`config.mk`:
```
export PLATFORM = sky130hd
export DESIGN_NAME = ref_phase_corrector
export DESIGN_NICKNAME = d
export VERILOG_FILES = /design/src/rtl/rpc_pkg.sv /design/src/rtl/rpc_fall_det.sv /design/src/rtl/rpc_clr_filter.sv /design/src/rtl/rpc_phase_meas.sv /design/src/rtl/rpc_delay_line.sv /design/src/rtl/ref_phase_corrector.sv
export SDC_FILE = /design/constraint.sdc
export NUM_CORES = 1
export LEC_CHECK = 0
export BUFFER_PORTS_ARGS = -buffer_cell sky130_fd_sc_hd__buf_2
export CAP_MARGIN = 20
export CORE_AREA = 4 4 99 124
export CTS_CLUSTER_DIAMETER = 150
export DETAILED_ROUTE_END_ITERATION = 16
export DIE_AREA = 0 0 103 128
export GPL_TIMING_DRIVEN = 0
export SLEW_MARGIN = 20
export SYNTH_ARGS = -nofsm -noshare
export SYNTH_HDL_FRONTEND = slang
export SYNTH_SLANG_ARGS = --single-unit
```
`constraint.sdc`:
```
create_clock -name clk -period 2.3 [get_ports clk]
set_input_delay 0.345 -clock clk [delete_from_list [all_inputs] [get_ports clk]]
set_output_delay 0.345 -clock clk [all_outputs]
set_load 0.01 [all_outputs]
```
`src/rtl/rpc_pkg.sv`:
```
package rpc_pkg;
  localparam int unsigned DLY_W_DEF = 16;

  typedef enum logic [1:0] {
    M_IDLE  = 2'd0,
    M_COUNT = 2'd1,
    M_HOLD  = 2'd2
  } meas_state_t;
endpackage

```
`src/rtl/rpc_fall_det.sv`:
```
module rpc_fall_det (
  input  logic clk,
  input  logic rst_n,
  input  logic sig_i,
  output logic fall_o
);
  logic s1_q, s2_q;

  always_ff @(posedge clk or negedge rst_n) begin
    if (!rst_n) begin
      s1_q <= 1'b1;
      s2_q <= 1'b1;
    end else begin
      s1_q <= sig_i;
      s2_q <= s1_q;
    end
  end

  assign fall_o = s2_q & ~s1_q;
endmodule

```
`src/rtl/rpc_clr_filter.sv`:
```
module rpc_clr_filter #(
  parameter int unsigned CLR_CYCLES = 30
) (
  input  logic clk,
  input  logic rst_n,
  input  logic clr_n,
  output logic fire_o
);
  localparam int unsigned CW = $clog2(CLR_CYCLES + 1);
  localparam logic [CW-1:0] FIRE_AT = CW'(CLR_CYCLES - 1);
  localparam logic [CW-1:0] TOP_AT  = CW'(CLR_CYCLES);

  logic          clr_s_q;
  logic [CW-1:0] low_cnt_q;

  always_ff @(posedge clk or negedge rst_n) begin
    if (!rst_n) begin
      clr_s_q   <= 1'b1;
      low_cnt_q <= '0;
    end else begin
      clr_s_q <= clr_n;
      if (clr_s_q)
        low_cnt_q <= '0;
      else if (low_cnt_q != TOP_AT)
        low_cnt_q <= low_cnt_q + 1'b1;
    end
  end

  assign fire_o = !clr_s_q && (low_cnt_q == FIRE_AT);
endmodule

```
`src/rtl/rpc_phase_meas.sv`:
```
module rpc_phase_meas
  import rpc_pkg::*;
#(
  parameter int unsigned DLY_W = DLY_W_DEF
) (
  input  logic             clk,
  input  logic             rst_n,
  input  logic             en_i,
  input  logic             ref_fall_i,
  input  logic             fb_fall_i,
  input  logic             clr_i,
  output logic [DLY_W-1:0] delay_o,
  output logic             busy_o
);
  localparam logic [DLY_W-1:0] SAT = {DLY_W{1'b1}};

  meas_state_t      state_q;
  logic [DLY_W-1:0] mcnt_q;
  logic [DLY_W-1:0] delay_q;

  always_ff @(posedge clk or negedge rst_n) begin
    if (!rst_n) begin
      state_q <= M_IDLE;
      mcnt_q  <= '0;
      delay_q <= '0;
    end else if (clr_i) begin
      state_q <= M_HOLD;
      mcnt_q  <= '0;
      delay_q <= '0;
    end else begin
      unique case (state_q)
        M_IDLE: begin
          if (en_i && ref_fall_i) begin
            if (fb_fall_i) begin
              delay_q <= '0;
              state_q <= M_HOLD;
            end else begin
              mcnt_q  <= {{(DLY_W-1){1'b0}}, 1'b1};
              state_q <= M_COUNT;
            end
          end
        end
        M_COUNT: begin
          if (!en_i) begin
            state_q <= M_IDLE;
          end else if (fb_fall_i) begin
            delay_q <= mcnt_q;
            state_q <= M_HOLD;
          end else if (mcnt_q != SAT) begin
            mcnt_q <= mcnt_q + 1'b1;
          end
        end
        M_HOLD: begin
          if (!en_i) state_q <= M_IDLE;
        end
        default: state_q <= M_IDLE;
      endcase
    end
  end

  assign delay_o = delay_q;
  assign busy_o  = (state_q == M_COUNT);
endmodule

```
`src/rtl/rpc_delay_line.sv`:
```
module rpc_delay_line #(
  parameter int unsigned DLY_W = 16
) (
  input  logic             clk,
  input  logic             rst_n,
  input  logic             trig_i,
  input  logic [DLY_W-1:0] delay_i,
  output logic             pulse_o
);
  localparam logic [DLY_W-1:0] ONE = {{(DLY_W-1){1'b0}}, 1'b1};

  logic             run_q;
  logic [DLY_W-1:0] cnt_q;
  logic             pulse_q;

  always_ff @(posedge clk or negedge rst_n) begin
    if (!rst_n) begin
      run_q   <= 1'b0;
      cnt_q   <= '0;
      pulse_q <= 1'b0;
    end else begin
      pulse_q <= 1'b0;
      if (trig_i) begin
        if (delay_i == '0) begin
          pulse_q <= 1'b1;
          run_q   <= 1'b0;
        end else begin
          cnt_q <= delay_i;
          run_q <= 1'b1;
        end
      end else if (run_q) begin
        if (cnt_q == ONE) begin
          pulse_q <= 1'b1;
          run_q   <= 1'b0;
        end else begin
          cnt_q <= cnt_q - 1'b1;
        end
      end
    end
  end

  assign pulse_o = pulse_q;
endmodule

```
`src/rtl/ref_phase_corrector.sv`:
```
module ref_phase_corrector
  import rpc_pkg::*;
#(
  parameter int unsigned DLY_W      = DLY_W_DEF,
  parameter int unsigned CLR_CYCLES = 30
) (
  input  logic clk,
  input  logic rst_n,
  input  logic clr_n,
  input  logic corr_en,
  input  logic ref_in,
  input  logic fb_in,
  output logic vref_o
);
  localparam int unsigned NSRC = 2;

  logic [NSRC-1:0]  src_lvl;
  logic [NSRC-1:0]  src_fall;
  logic             ref_fall;
  logic             fb_fall;
  logic             clr_fire;
  logic             meas_busy;
  logic [DLY_W-1:0] delay_q;

  assign src_lvl = {fb_in, ref_in};

  for (genvar g = 0; g < NSRC; g++) begin : g_edge
    rpc_fall_det u_fd (
      .clk   (clk),
      .rst_n (rst_n),
      .sig_i (src_lvl[g]),
      .fall_o(src_fall[g])
    );
  end

  assign ref_fall = src_fall[0];
  assign fb_fall  = src_fall[1];

  rpc_clr_filter #(.CLR_CYCLES(CLR_CYCLES)) u_clr (
    .clk   (clk),
    .rst_n (rst_n),
    .clr_n (clr_n),
    .fire_o(clr_fire)
  );

  rpc_phase_meas #(.DLY_W(DLY_W)) u_meas (
    .clk       (clk),
    .rst_n     (rst_n),
    .en_i      (corr_en),
    .ref_fall_i(ref_fall),
    .fb_fall_i (fb_fall),
    .clr_i     (clr_fire),
    .delay_o   (delay_q),
    .busy_o    (meas_busy)
  );

  rpc_delay_line #(.DLY_W(DLY_W)) u_dly (
    .clk    (clk),
    .rst_n  (rst_n),
    .trig_i (ref_fall),
    .delay_i(delay_q),
    .pulse_o(vref_o)
  );
endmodule

```
# Word-level counts from Yosys, hierarchy flattened
# Cells that the tools add are included.
dict set report word_totals {
  inputBits 6
  output_inout_bits 1
  word_cells 82
  register_bits 62
}
dict set report op_classes {
  n_mux 34
  addsub 3
  reduce_logical 12
  n_bitwise 4
  eq_ne 17
}
# op n
set op_table {}
lappend op_table {{$mux W16} 15}
lappend op_table {{$pmux W16 S2} 2}
lappend op_table {{$ne A3 B3 Y1 const B} 6}
lappend op_table {{$add A16 B1 Y16 const B} 1}
lappend op_table {{$eq A16 B1 Y1 const B} 1}
lappend op_table {{$logic_not A16 Y1} 1}
lappend op_table {{$ne A16 B16 Y1 const B} 1}
lappend op_table {{$sub A16 B1 Y16 const B} 1}
lappend op_table {{$mux W2} 6}
lappend op_table {{$mux W5} 2}
lappend op_table {{$mux W1} 8}
lappend op_table {{$ne A3 B2 Y1 const B} 2}
lappend op_table {{$pmux W2 S3} 1}
lappend op_table {{$reduce_and A3 Y1} 2}
lappend op_table {{$reduce_and A6 Y1} 1}
lappend op_table {{$add A5 B1 Y5 const B} 1}
lappend op_table {{$eq A5 B5 Y1 const B} 1}
lappend op_table {{$ne A5 B5 Y1 const B} 1}
lappend op_table {{$reduce_and A5 Y1} 1}
lappend op_table {{$ne A2 B2 Y1 const B} 2}
lappend op_table {{$ne A4 B4 Y1 const B} 1}
lappend op_table {{$reduce_bool A2 Y1} 2}
lappend op_table {{$reduce_bool A3 Y1} 1}
lappend op_table {{$and A1 B1 Y1} 2}
lappend op_table {{6 further kinds} 8}

# Logic depth before layout (Yosys ltp)
dict set report logic_depth {
  ltp_word 6
  depth_mapped 9
  depth_no_buf 8
}

# Cells and area by module
# Synthesis repeated with hierarchy kept, for this count alone.
dict set report unflattened {
  cells_unflattened 352
  area_unflattened_um2 3442.1
}
# mod cells_each seq_area_each_um2 area_per_inst_um2 n_inst
set by_module_without_submodules {}
lappend by_module_without_submodules {rpc_phase_meas 187 850.8 1784.2 1}
lappend by_module_without_submodules {rpc_delay_line 127 450.4 1167.4 1}
lappend by_module_without_submodules {rpc_clr_filter 32 151.4 357.8 1}
lappend by_module_without_submodules {rpc_fall_det 3 52.6 66.3 2}

# Least setup slack after synthesis
# Ideal clock, no wire load.
dict set report synth_path {
  path_kind {register to register}
  start {register g_edge[0].u_fd.s2_q}
  end {register u_meas.mcnt_q[10]}
  synth_period_minus_slack_ns 2.038
  t_arrival_ns 1.942
  setup_ns 0.096
  slack_ns 0.262
  stages_incl_launch_ff 7
  n_path_buf 1
  required_ns 2.204
  path_cell_list {dfstp_2 nor2b_1 o221ai_1 and2_1 clkbuf_1 or4_1 o31ai_1}
}
dict set report synth_via {
  elab_chain_len 4
}
# item line_no
set synth_lines {}
lappend synth_lines {{start, declared} rpc_fall_det.sv:7} ;# logic s1_q, s2_q;
lappend synth_lines {{start signal, assigned} rpc_fall_det.sv:15} ;# s2_q <= s1_q;
lappend synth_lines {{$and A1 B1 Y1} rpc_fall_det.sv:19} ;# assign fall_o = s2_q & ~s1_q;
lappend synth_lines {{$logic_and A1 B1 Y1} rpc_phase_meas.sv:33} ;# if (en_i && ref_fall_i) begin
lappend synth_lines {{$ne A3 B2 Y1 (no source line)} --}
lappend synth_lines {{$reduce_and A6 Y1 (no source line)} --}
lappend synth_lines {{end signal, assigned} rpc_phase_meas.sv:38} ;# mcnt_q <= {{(DLY_W-1){1'b0}}, 1'b1};
lappend synth_lines {{end signal, assigned} rpc_phase_meas.sv:50} ;# mcnt_q <= mcnt_q + 1'b1;
lappend synth_lines {{end, declared} rpc_phase_meas.sv:18} ;# logic [DLY_W-1:0] mcnt_q;
# Every way passes these cells.
# A chain may end at the register's enable or synchronous reset.

# Final worst setup path
dict set report layout_path {
  start {register u_meas.delay_q[13], in the netlist u_meas.delay_o[13]}
  end {register u_dly.cnt_q[6]}
}
dict set report layout_via {
  elab_chain_len 3
}
# item line_no
set layout_lines {}
lappend layout_lines {{start, declared} rpc_phase_meas.sv:19} ;# logic [DLY_W-1:0] delay_q;
lappend layout_lines {{start signal, assigned} rpc_phase_meas.sv:47} ;# delay_q <= mcnt_q;
lappend layout_lines {{$logic_not A16 Y1} rpc_delay_line.sv:24} ;# if (delay_i == '0) begin
lappend layout_lines {{$ne A2 B2 Y1 (no source line)} --}
lappend layout_lines {{$reduce_and A3 Y1 (no source line)} --}
lappend layout_lines {{end signal, assigned} rpc_delay_line.sv:28} ;# cnt_q <= delay_i;
lappend layout_lines {{end signal, assigned} rpc_delay_line.sv:36} ;# cnt_q <= cnt_q - 1'b1;
lappend layout_lines {{end, declared} rpc_delay_line.sv:13} ;# logic [DLY_W-1:0] cnt_q;
# Every way passes these cells.

==> results_dict.tcl <==
set metrics [dict create \
    critical_path.max_fanout 10 \
    setup-violations-final 0 \
    routed_wire_length_per_instance_um 16.37 \
    max_freq_mhz 458.0 \
    synth_warnings 0 \
    slew_viol_final 0 \
    vias_per_cell 5.657 \
    hold_violations 0 \
    drt-initial-drc-count 145 \
    synth-edff-count 0 \
    power_switching_uw 1267 \
    global_route.usage.total 0.1302 \
    drive_above_1_share 0.1417 \
    drc 0 \
    dpl.cell_count 485 \
    start_util 0.2943 \
    finalNetCount 374 \
    layout_common_cells "dfrtp_1 (56), nand2_1 (27), a21oi_1 (26), nor2_1 (25), o21ai_0 (24)" \
    grt.overflow.total 0 \
    finalSetupTns_ns 0 \
    postSynthNetCount 356 \
    power-per-cell-area_nw_per_um2 1021 \
    count_of_unique_library_cells_instantiated_by_yosys 58 \
    crit_required_ns 2.54 \
    final-seq-area_um2 1559 \
    globalRouteMet3Util 0.03702 \
    finalWeightedCongestion 0.9097 \
    syn_avg_cell_area_um2 9.482 \
    port_buffers 6 \
    clockBufferDepth 2 \
    coreArea_um2 11080 \
    ctsRootBufferMaster "clkbuf_16" \
    multi_input_comb_area_um2 1663 \
    power.static_leakage_uw 0.001610 \
    placedInstanceArea_um2 3470 \
    period_minus_slack_ns 2.183 \
    outcome "finished clean" \
    postSynth.asyncResetShare 1.000 \
    final_min_period_over_clock_period 0.9493 \
    fillers 1104 \
    power_frac_seq 0.371 \
    tritoncts_num_sinks 62 \
    grt_max_degree 63 \
    slew_headroom 0.4829 \
    tritoncts "done" \
    utilization 0.3513 \
    clockPowerShare 0.396 \
    switching_share 0.3189 \
    postSynthCellCount 344 \
    layout.cells.most_common "dfrtp_1" \
    antenna_cells_inserted 0 \
    internal_power_uw 2707 \
    globalRoute.busiestLayer "met2" \
    worst_slew_pin_slew_ns 0.7756 \
    grt.met1_usage 0.1512 \
    grtUsageMet2 0.2240 \
    final_cell_count_no_fill 502 \
    worstHoldPathType "in -> async" \
    setup.worst_path.start_class "register" \
    p_comb_frac 0.233 \
    cap_violations 0 \
    dieArea_um2 13180 \
    floorplan.rows 43 \
    rsz_0062_raised_after_global_routing "true" \
    finish.instance_area_um2 3894 \
    cts_hold_repair.buffers 0 \
    grt_first_pass_wirelength_um 13690 \
    max-vdd-ir-drop_mv 0.4714 \
    dp.final_hpwl_um 5873 \
    syn_area_um2 3262 \
    worstSetupPathType "reg -> reg" \
    routed_vias 2840 \
    drt_first_pass_iters 4 \
    cts_buffers 9 \
    clk-insertion-delay-late_ns 0.33 \
    yosys_most_used_dff "dfrtp_1" \
    setup.worst_path.end_class "register" \
    area_growth_syn_to_layout_pct 19.37 \
    wl_um 8216 \
    antenna_found_initial 0 \
    p_total_uw 3974 \
    synth_seq_area_share 0.4776 \
    clk_pin_slew_ns 0.05 \
    ioPinCount 7 \
    dieHeight_um 128 \
    postRouteAntennaNets 0 \
    clock_skew_ns 0.003931 \
    crit_arrival_ns 2.42 \
    ctsHtreeMaxLevel 3 \
    ys_ff_latch 62 \
    die_width_um 103 \
    first_global_vias 2763 \
]
-- routing by layer --
layer / share of wire / vias up / routed length [µm]
met5: 0 / - / 0
met4: 0.022 / 0 / 184
met3: 0.040 / 19 / 332
met2: 0.52 / 83 / 4246
met1: 0.42 / 1374 / 3451
li1: - / 1364 / -
-- state kept, by name (all words and copies together), names as in the netlist --
name,flops
g_edge.u_fd.s2_q,2
u_meas.state_q,2
u_meas.delay_o,16
u_clr.clr_s_q,1
u_dly.cnt_q,16
g_edge.u_fd.s1_q,2
u_meas.mcnt_q,16
u_clr.low_cnt_q,5
u_dly.run_q,1
u_dly.pulse_o,1
-- power by group through the flow --
| stage | combinational, µW | clock, µW | sequential (µW) |
|---|---|---|---|
| after floorplan | 657 | 0 | 1410 |
| after global placement | 862 | 0 | 1460 |
| after detailed placement | 878 | 0 | 1470 |
| after CTS | 885 | 1600 | 1450 |
| after global routing | 1030 | 1660 | 1510 |
| final | 925 | 1570 | 1480 |
-- worst paths after layout --
path	from	endpoint	slack (ns)	cells after the start
worst min-delay path	rst_n	u_dly.pulse_o$_DFF_PN0_	0.1	1
worst min register to register	g_edge[1].u_fd.s1_q$_DFF_PN1_	g_edge[1].u_fd.s2_q$_DFF_PN1_	0.38	0
min in group clk	fb_in	g_edge[1].u_fd.s1_q$_DFF_PN1_	0.11	1
worst max-delay path	u_meas.delay_o[13]$_DFFE_PN0P_	u_dly.cnt_q[6]$_DFFE_PN0P_	0.12	6
max in group asynchronous	rst_n	u_meas.mcnt_q[0]$_DFFE_PN0P_	1.66	1
worst max register to register	u_meas.delay_o[13]$_DFFE_PN0P_	u_dly.cnt_q[6]$_DFFE_PN0P_	0.12	6
-- synth_stat cells (all sizes together) (10+ instances only) --
library cell,instances,share of area
a21oi,27,0.041
a22o,18,0.048
clkbuf,10,0.012
dfrtp,57,0.44
inv,13,0.015
nand2,27,0.031
nand3,13,0.021
nand4,11,0.023
nor2,26,0.030
nor3,10,0.015
o21ai,26,0.040
or3,13,0.025
-- final cells by class --
class                      instances  area share
buffer                            13     0.01478
clock buffer                      11     0.06234
clock inverter                     5     0.02731
inverter                          13     0.01253
multi-input combinational        255      0.4271
sequential                        62      0.4004
tap                              135     0.04338
timing repair buffer               8     0.01221
-- what timing repair did --
action	CTS	global route
pin swaps	1	1
setup buffers	1	1
hold endpoints to repair	0	0
resized for setup	3	13
endpoints found under the setup margin	19	22
-- kinds of logic after synthesis --
family                     Yosys count  share of synthesized area
xor gates and xnor gates             1                   0.002686
AOI/OAI and AO/OA                  113                     0.2344
and+or+nand+nor                    135                     0.2290
adders and majority gates            6                    0.02301
DFF                                 62                     0.4776
buffers and inverters               27                    0.03337
-- per-stage QoR --
| step | hold WS, ns | worst slack (ns) |
|---|---|---|
| 5_1_grt | 0.1032 | -0.02065 |
| 6_report | 0.09881 | 0.1166 |
| 3_3_place_gp | 0.3603 | -0.1798 |
| 4_1_cts | 0.1069 | 0.01130 |
| 2_1_floorplan | 0.04941 | 0.2623 |
| 3_5_place_dp | 0.3648 | -0.1573 |
-- worst max-delay path: stages, from the launching register on --
cell       delay (ns)
dfrtp_1          0.40
or4_1            0.53
nor2_1           0.22
and4_1           0.22
clkbuf_1         0.39
o21ai_0          0.19
a2bb2oi_1        0.17
Note: power is estimated with default switching activity, not from simulation.
